==> config.mk <==
export PLATFORM = sky130hd
export DESIGN_NAME = poe_budget_alloc
export DESIGN_NICKNAME = d
export VERILOG_FILES = /design/src/rtl/poe_alloc_pkg.sv /design/src/rtl/poe_cap_regs.sv /design/src/rtl/poe_pass_seq.sv /design/src/rtl/poe_admit.sv /design/src/rtl/poe_budget_alloc.sv
export SDC_FILE = /design/constraint.sdc
export NUM_CORES = 1
export LEC_CHECK = 0
export CAP_MARGIN = 20
export CORE_MARGIN = 4
export CORE_UTILIZATION = 25
export DETAILED_ROUTE_END_ITERATION = 7
export DONT_BUFFER_PORTS = 1
export GPL_TIMING_DRIVEN = 0
export PLACE_DENSITY = 0.38
export SYNTH_ARGS = -nofsm -noshare
export SYNTH_HDL_FRONTEND = slang
export SYNTH_SLANG_ARGS = --single-unit
==> constraint.sdc <==
create_clock -name clk -period 9.5 [get_ports clk]
set_clock_uncertainty 0.05 [all_clocks]
set_input_delay 1.9 -clock clk [delete_from_list [all_inputs] [get_ports clk]]
set_output_delay 1.9 -clock clk [all_outputs]
set_load 0.01 [all_outputs]
==> src/rtl/poe_alloc_pkg.sv <==
package poe_alloc_pkg;
    localparam int PWR_W    = 16;
    localparam int CAP_W    = 18;
    localparam int ACC_W    = 19;
    localparam int PRIO_W   = 2;
    localparam int NUM_PRIO = 4;
    localparam int NUM_PSU  = 3;

    localparam logic [PWR_W-1:0] CHARGE_STD = 16'd154;
    localparam logic [PWR_W-1:0] CHARGE_HI  = 16'd300;

    typedef enum logic {
        MODE_GRANT    = 1'b0,
        MODE_MEASURED = 1'b1
    } charge_mode_e;

    typedef enum logic [1:0] {
        ST_IDLE   = 2'd0,
        ST_WALK   = 2'd1,
        ST_COMMIT = 2'd2
    } pass_state_e;

    typedef struct packed {
        logic              req;
        logic              hipwr;
        logic [PRIO_W-1:0] prio;
        logic [PWR_W-1:0]  meas;
    } port_snap_t;

    function automatic logic [PWR_W-1:0] port_charge(port_snap_t p, charge_mode_e m);
        if (m == MODE_MEASURED) return p.meas;
        return p.hipwr ? CHARGE_HI : CHARGE_STD;
    endfunction
endpackage

==> src/rtl/poe_cap_regs.sv <==
module poe_cap_regs
    import poe_alloc_pkg::*;
(
    input  logic                clk,
    input  logic                rst,
    input  logic                cfg_we,
    input  logic [1:0]          cfg_addr,
    input  logic [PWR_W-1:0]    cfg_wdata,
    input  logic [NUM_PSU-1:0]  psu_present,
    output logic [CAP_W-1:0]    cap_total,
    output charge_mode_e        mode
);
    logic [PWR_W-1:0] cap_reg [NUM_PSU];

    for (genvar s = 0; s < NUM_PSU; s++) begin : g_psu
        always_ff @(posedge clk) begin
            if (rst)
                cap_reg[s] <= '0;
            else if (cfg_we && cfg_addr == 2'(s))
                cap_reg[s] <= cfg_wdata;
        end
    end

    always_ff @(posedge clk) begin
        if (rst)
            mode <= MODE_GRANT;
        else if (cfg_we && cfg_addr == 2'd3)
            mode <= charge_mode_e'(cfg_wdata[0]);
    end

    always_comb begin
        cap_total = '0;
        for (int s = 0; s < NUM_PSU; s++)
            if (psu_present[s])
                cap_total = cap_total + CAP_W'(cap_reg[s]);
    end
endmodule

==> src/rtl/poe_pass_seq.sv <==
module poe_pass_seq
    import poe_alloc_pkg::*;
#(
    parameter int NUM_PORTS   = 8,
    parameter int SCAN_CYCLES = 64,
    localparam int IDX_W = (NUM_PORTS > 1) ? $clog2(NUM_PORTS) : 1,
    localparam int TMR_W = $clog2(SCAN_CYCLES + 1)
) (
    input  logic               clk,
    input  logic               rst,
    input  logic [NUM_PSU-1:0] psu_present,
    output logic               busy,
    output logic               start,
    output logic               walk,
    output logic               commit,
    output logic [IDX_W-1:0]   port_idx,
    output logic [PRIO_W-1:0]  prio_lvl
);
    pass_state_e        state;
    logic [TMR_W-1:0]   tmr;
    logic [NUM_PSU-1:0] psu_prev;
    logic               drop_pend;
    logic               drop_now;
    logic               last_step;

    assign drop_now  = |(psu_prev & ~psu_present);
    assign busy      = (state != ST_IDLE);
    assign walk      = (state == ST_WALK);
    assign commit    = (state == ST_COMMIT);
    assign start     = (state == ST_IDLE) &&
                       (drop_now || drop_pend || tmr == TMR_W'(SCAN_CYCLES - 1));
    assign last_step = (port_idx == IDX_W'(NUM_PORTS - 1)) &&
                       (prio_lvl == PRIO_W'(NUM_PRIO - 1));

    always_ff @(posedge clk) begin
        if (rst) begin
            state     <= ST_IDLE;
            tmr       <= '0;
            psu_prev  <= psu_present;
            drop_pend <= 1'b0;
            port_idx  <= '0;
            prio_lvl  <= '0;
        end else begin
            psu_prev <= psu_present;
            if (start)
                drop_pend <= 1'b0;
            else if (drop_now)
                drop_pend <= 1'b1;
            case (state)
                ST_IDLE: begin
                    if (start) begin
                        state    <= ST_WALK;
                        tmr      <= '0;
                        port_idx <= '0;
                        prio_lvl <= '0;
                    end else begin
                        tmr <= tmr + 1'b1;
                    end
                end
                ST_WALK: begin
                    if (last_step) begin
                        state <= ST_COMMIT;
                    end else if (port_idx == IDX_W'(NUM_PORTS - 1)) begin
                        port_idx <= '0;
                        prio_lvl <= prio_lvl + 1'b1;
                    end else begin
                        port_idx <= port_idx + 1'b1;
                    end
                end
                default: state <= ST_IDLE;
            endcase
        end
    end
endmodule

==> src/rtl/poe_admit.sv <==
module poe_admit
    import poe_alloc_pkg::*;
#(
    parameter int NUM_PORTS = 8,
    localparam int IDX_W = (NUM_PORTS > 1) ? $clog2(NUM_PORTS) : 1
) (
    input  logic                        clk,
    input  logic                        rst,
    input  logic                        start,
    input  logic                        walk,
    input  logic                        commit,
    input  logic [IDX_W-1:0]            port_idx,
    input  logic [PRIO_W-1:0]           prio_lvl,
    input  logic [NUM_PORTS-1:0]        port_req,
    input  logic [NUM_PORTS-1:0]        port_hipwr,
    input  logic [PRIO_W*NUM_PORTS-1:0] port_prio,
    input  logic [PWR_W*NUM_PORTS-1:0]  port_meas,
    input  charge_mode_e                mode,
    input  logic [CAP_W-1:0]            cap_total,
    output logic [NUM_PORTS-1:0]        port_en,
    output logic [CAP_W-1:0]            alloc_total,
    output logic                        shed_now,
    output logic [CAP_W-1:0]            snap_cap,
    output logic [NUM_PORTS-1:0]        snap_req
);
    port_snap_t   live [NUM_PORTS];
    port_snap_t   snap [NUM_PORTS];
    charge_mode_e snap_mode;
    logic [NUM_PORTS-1:0] shadow;
    logic [CAP_W-1:0]     running;

    port_snap_t       cur;
    logic [PWR_W-1:0] chg;
    logic [ACC_W-1:0] trial;
    logic             fits;

    for (genvar i = 0; i < NUM_PORTS; i++) begin : g_port
        assign live[i].req   = port_req[i];
        assign live[i].hipwr = port_hipwr[i];
        assign live[i].prio  = port_prio[i*PRIO_W +: PRIO_W];
        assign live[i].meas  = port_meas[i*PWR_W +: PWR_W];
        assign snap_req[i]   = snap[i].req;
    end

    always_comb begin
        cur   = snap[port_idx];
        chg   = port_charge(cur, snap_mode);
        trial = ACC_W'(running) + ACC_W'(chg);
        fits  = cur.req && (cur.prio == prio_lvl) && (trial <= ACC_W'(snap_cap));
    end

    assign shed_now = commit && |(port_en & ~shadow & snap_req);

    always_ff @(posedge clk) begin
        if (rst) begin
            for (int i = 0; i < NUM_PORTS; i++) snap[i] <= '0;
            snap_mode   <= MODE_GRANT;
            snap_cap    <= '0;
            shadow      <= '0;
            running     <= '0;
            port_en     <= '0;
            alloc_total <= '0;
        end else if (start) begin
            for (int i = 0; i < NUM_PORTS; i++) snap[i] <= live[i];
            snap_mode <= mode;
            snap_cap  <= cap_total;
            shadow    <= '0;
            running   <= '0;
        end else if (walk) begin
            if (fits) begin
                shadow[port_idx] <= 1'b1;
                running          <= trial[CAP_W-1:0];
            end
        end else if (commit) begin
            port_en     <= shadow;
            alloc_total <= running;
        end
    end
endmodule

==> src/rtl/poe_budget_alloc.sv <==
module poe_budget_alloc
    import poe_alloc_pkg::*;
#(
    parameter int NUM_PORTS   = 8,
    parameter int SCAN_CYCLES = 64,
    localparam int IDX_W = (NUM_PORTS > 1) ? $clog2(NUM_PORTS) : 1
) (
    input  logic                        clk,
    input  logic                        rst,
    input  logic                        cfg_we,
    input  logic [1:0]                  cfg_addr,
    input  logic [15:0]                 cfg_wdata,
    input  logic                        evt_clr,
    input  logic [2:0]                  psu_present,
    input  logic [NUM_PORTS-1:0]        port_req,
    input  logic [NUM_PORTS-1:0]        port_hipwr,
    input  logic [2*NUM_PORTS-1:0]      port_prio,
    input  logic [16*NUM_PORTS-1:0]     port_meas,
    output logic [NUM_PORTS-1:0]        port_en,
    output logic                        busy,
    output logic                        overload,
    output logic [17:0]                 alloc_total,
    output logic [17:0]                 cap_total
);
    charge_mode_e         mode;
    logic                 start, walk, commit, shed_now;
    logic [IDX_W-1:0]     port_idx;
    logic [PRIO_W-1:0]    prio_lvl;
    logic [CAP_W-1:0]     snap_cap;
    logic [NUM_PORTS-1:0] snap_req;

    poe_cap_regs cap_i (
        .clk, .rst, .cfg_we, .cfg_addr, .cfg_wdata, .psu_present,
        .cap_total, .mode
    );

    poe_pass_seq #(.NUM_PORTS(NUM_PORTS), .SCAN_CYCLES(SCAN_CYCLES)) seq_i (
        .clk, .rst, .psu_present, .busy, .start, .walk, .commit,
        .port_idx, .prio_lvl
    );

    poe_admit #(.NUM_PORTS(NUM_PORTS)) adm_i (
        .clk, .rst, .start, .walk, .commit, .port_idx, .prio_lvl,
        .port_req, .port_hipwr, .port_prio, .port_meas, .mode, .cap_total,
        .port_en, .alloc_total, .shed_now, .snap_cap, .snap_req
    );

    always_ff @(posedge clk) begin
        if (rst)
            overload <= 1'b0;
        else if (shed_now)
            overload <= 1'b1;
        else if (evt_clr)
            overload <= 1'b0;
    end
endmodule

==> qor.txt <==
Outcome = completed
Power Density = 200 mW/mm²
Critical Path, Cell by Cell = clkbuf_1 -> nand2_1 -> inv_1 -> ha_1 -> a2111oi_2 -> o21a_1 -> nor2_1 -> nor2_1 -> xnor2_1 -> mux2i_1 -> inv_1 -> ha_1 -> nand4_1 -> nor4_1 -> nor4b_1 -> or2_2 -> o21ai_0 -> mux2i_1 -> a21o_1
Final ANT Viol Nets = 0
Post-route DRC = 0
Total gr overflow = 0
CTS max path bufs = 3
Sequential cell area fraction in the yosys report = 52.1%
LEAKAGE = 6.95 nW
Crit path max fanout = 10
Critical path capture point type = output port
Post-synth EDFFs = 208
Fin. max-slew vios = 0
Vias in the first global route = 11199
Period minus WS final = 8350 ps
Postcts setup bufs = 0
Hold path start = adm_i.running[17]
Internal cell power = 2.59 mW
Most frequent cells in the layout = 208 x edfxtp_1, 124 x and3_1, 113 x nand2_1
Sw Pwr = 1.00 mW
Worst slew pin tran = 972 ps
Mapped Area = 0.0156 mm²
Avg Cell Area, Syn = 11.3 µm²
Clock latency on the worst-skew pair = 550 ps
FMAX = 0.120 GHz
Top FF cell, synth = edfxtp_1
Tot GR Track Use = 15.1%
YS warnings = 0
Largest family of logic cells by synthesized area = simple AND/OR/NAND/NOR gates
Hold depth = 2
Final Hold Viols = 0
Vias = 10658
R2r setup slk = 2740 ps
Final setup TNS = 0 ps
CP Buf/Inv Count = 3
Register bit count reported by yosys = 302
Crit path launch type = primary input
Initial Util = 25.3%
Critical path depth = 19
Hold Crit Endpoint = adm_i.alloc_total[17]
Nets = 1682
Syn nets = 1638
Commonest non-fill, non-tap cell in the layout = edfxtp_1
Detailed Routing Iterations Pass 1 = 4
TritonCTS Buffers = 38
Final setup vio count = 0
Worst Setup Path Type = in -> out
Mux share of post-synthesis cell area = 9.12%
Simple-Gate Fraction of Synth Area = 17.0%
Initial DRC Count = 615
Initial antenna violation count = 33
Switching share of power = 27.9%
Fill cell count = 6479
Die Area = 0.0664 mm²
Crit path max-delay family = simple AND/OR/NAND/NOR gates
Pin count of the biggest net entering global routing = 57
Xor/xnor share of the synthesized area = 2.08%
Post-Route WL = 50.8 mm
VDD IR max = 109 µV
Reg-to-Reg End = adm_i.running[14]
Unrepaired setup endpoints after global routing = no
Area growth, synth to finish = 15.3%
I/O pin count = 231
Via/cell ratio = 4.63
Chip width = 258 µm
Crit-path slowest cell = nor4_1
Die Ht = 258 µm
WL/cell = 22.1 µm
Gate Count Post-Synth = 1380
Root Buffer = clkbuf_16
Final worst-path cycle share = 87.9%
Slew margin rel. = 34.7%
Core Area = 0.0617 mm²
Combinational Power Share = 17.1%
Clock sinks = 302
Synth Area in Adders = 6.00%
CTS tree = built
Post-cts sizing count = 0
Ys async rst share = 0%
Seq pwr share = 43.7%
Largest register FFs = 160
First-pass GRT wire length = 74.6 mm
Clock transition at path regs = 60 ps
Critical Path AT = 6400 ps
MaxCap Viol Count = 0
# port buffers = 0
Hpwl dp = 39.5 mm
CP peak stage delay = 540 ps
R2R depth = 22
Clock power frac = 39.1%
Area fraction in compound gates after synthesis = 10.5%
Hold-fix buffers, CTS = 0
HP Class = reg -> reg
Worst path required time = 7550 ps
CTS H-tree lvls = 2
Distinct cells, synth = 65
Row count = 91
Routability Congestion = 0.805
Layout cell share with drive strength beyond 1 = 9.02%
Tot Pwr = 3.60 mW
## worst register-to-register path: cells and delay by family (launching register included)
| kind | cells | cell delay, ps |
|---|---|---|
| DFF | 1 | 410 |
| xor gates and xnor gates | 1 | 180 |
| adders and majority gates | 2 | 710 |
| and+or+nand+nor | 4 | 440 |
| muxes | 3 | 1000 |
| AOI/OAI and AO/OA | 9 | 2210 |
| buffers and inverters | 3 | 1630 |
## power by group through the flow
stage,Clock [mW],Combinational (mW),Sequential [mW]
after floorplan,0,0.428,1.60
after global routing,1.51,0.687,1.58
after global placement,0,0.612,1.62
after detailed placement,0,0.627,1.60
final,1.41,0.616,1.57
after CTS,1.46,0.630,1.58
## stage by stage
step	hold WS, ps	util, %	cells	worst slack [ps]	cell area, µm²
after floorplan	382	-	1380	1620	15600
after global placement	396	27.0	2217	-1840	16600
after detailed placement	395	27.1	2221	1170	16700
after CTS	403	29.1	2290	1140	18000
after global routing	421	29.1	2296	567	18000
final	407	29.1	2303	1150	18000
## kinds of logic after synthesis
family                   after synthesis
AND/OR/NAND/NOR                      501
AO/OA/AOI/OAI                        252
adder cells (fa/ha/maj)               73
buffers and inverters                125
XOR/XNOR                              37
flip-flops                           302
multiplexers                          90
## how the worst max path moves through the flow
stage,startpoint,slack [ps],end
CTS,psu_present[0],1140,cap_total[15]
floorplan,psu_present[0],1620,adm_i.snap[0][0]
detailed placement,psu_present[0],1170,cap_total[15]
global placement,psu_present[0],-1840,adm_i.snap[6][8]
finish,psu_present[0],1150,cap_total[15]
global route,psu_present[0],570,cap_total[15]
## area by class of cell
class,count,area [µm²],area share [%]
sequential,302,8130,45.2
multi-input combinational,953,6980,38.8
clock buffer,55,1080,5.98
tap,837,1050,5.82
buffer,76,310,1.73
inverter,49,184,1.02
clock inverter,14,139,0.772
timing repair buffer,4,90.1,0.501
antenna,13,32.5,0.181
## synthesized netlist by cell type (4+ instances only)
cell type	n	area share, %
edfxtp_1	208	40
and3_1	124	5.0
nand2_1	113	2.7
a21oi_1	97	3.1
dfxtp_1	94	12
nor2_1	78	1.9
ha_1	70	5.6
and2_1	64	2.6
nor2b_1	64	2.6
clkbuf_1	58	1.4
inv_1	49	1.2
mux4_2	40	5.8
mux2i_1	36	2.3
o21ai_0	34	1.1
xnor2_1	28	1.6
o21a_1	19	0.91
a21o_1	18	0.87
mux2_2	13	0.94
a211oi_1	12	0.58
buf_1	10	0.24
nand3_1	10	0.32
nand2b_1	9	0.36
nor3_1	9	0.29
o211ai_1	9	0.43
o31ai_1	9	0.43
xor2_1	9	0.51
a31oi_1	8	0.32
nand4_1	8	0.32
o21bai_1	7	0.34
nand3b_1	6	0.29
buf_2	5	0.16
a211o_1	4	0.22
and4_1	4	0.22
## layer usage
metal / vias up / wire length [µm] / track usage (%)
met5: - / 159 / 0
met4: 28 / 984 / 3.53
met3: 92 / 3910 / 5.58
met2: 234 / 24200 / 25.1
met1: 5123 / 21600 / 18.7
li1: 5181 / - / -
Power figures use the tool's default switching activity.
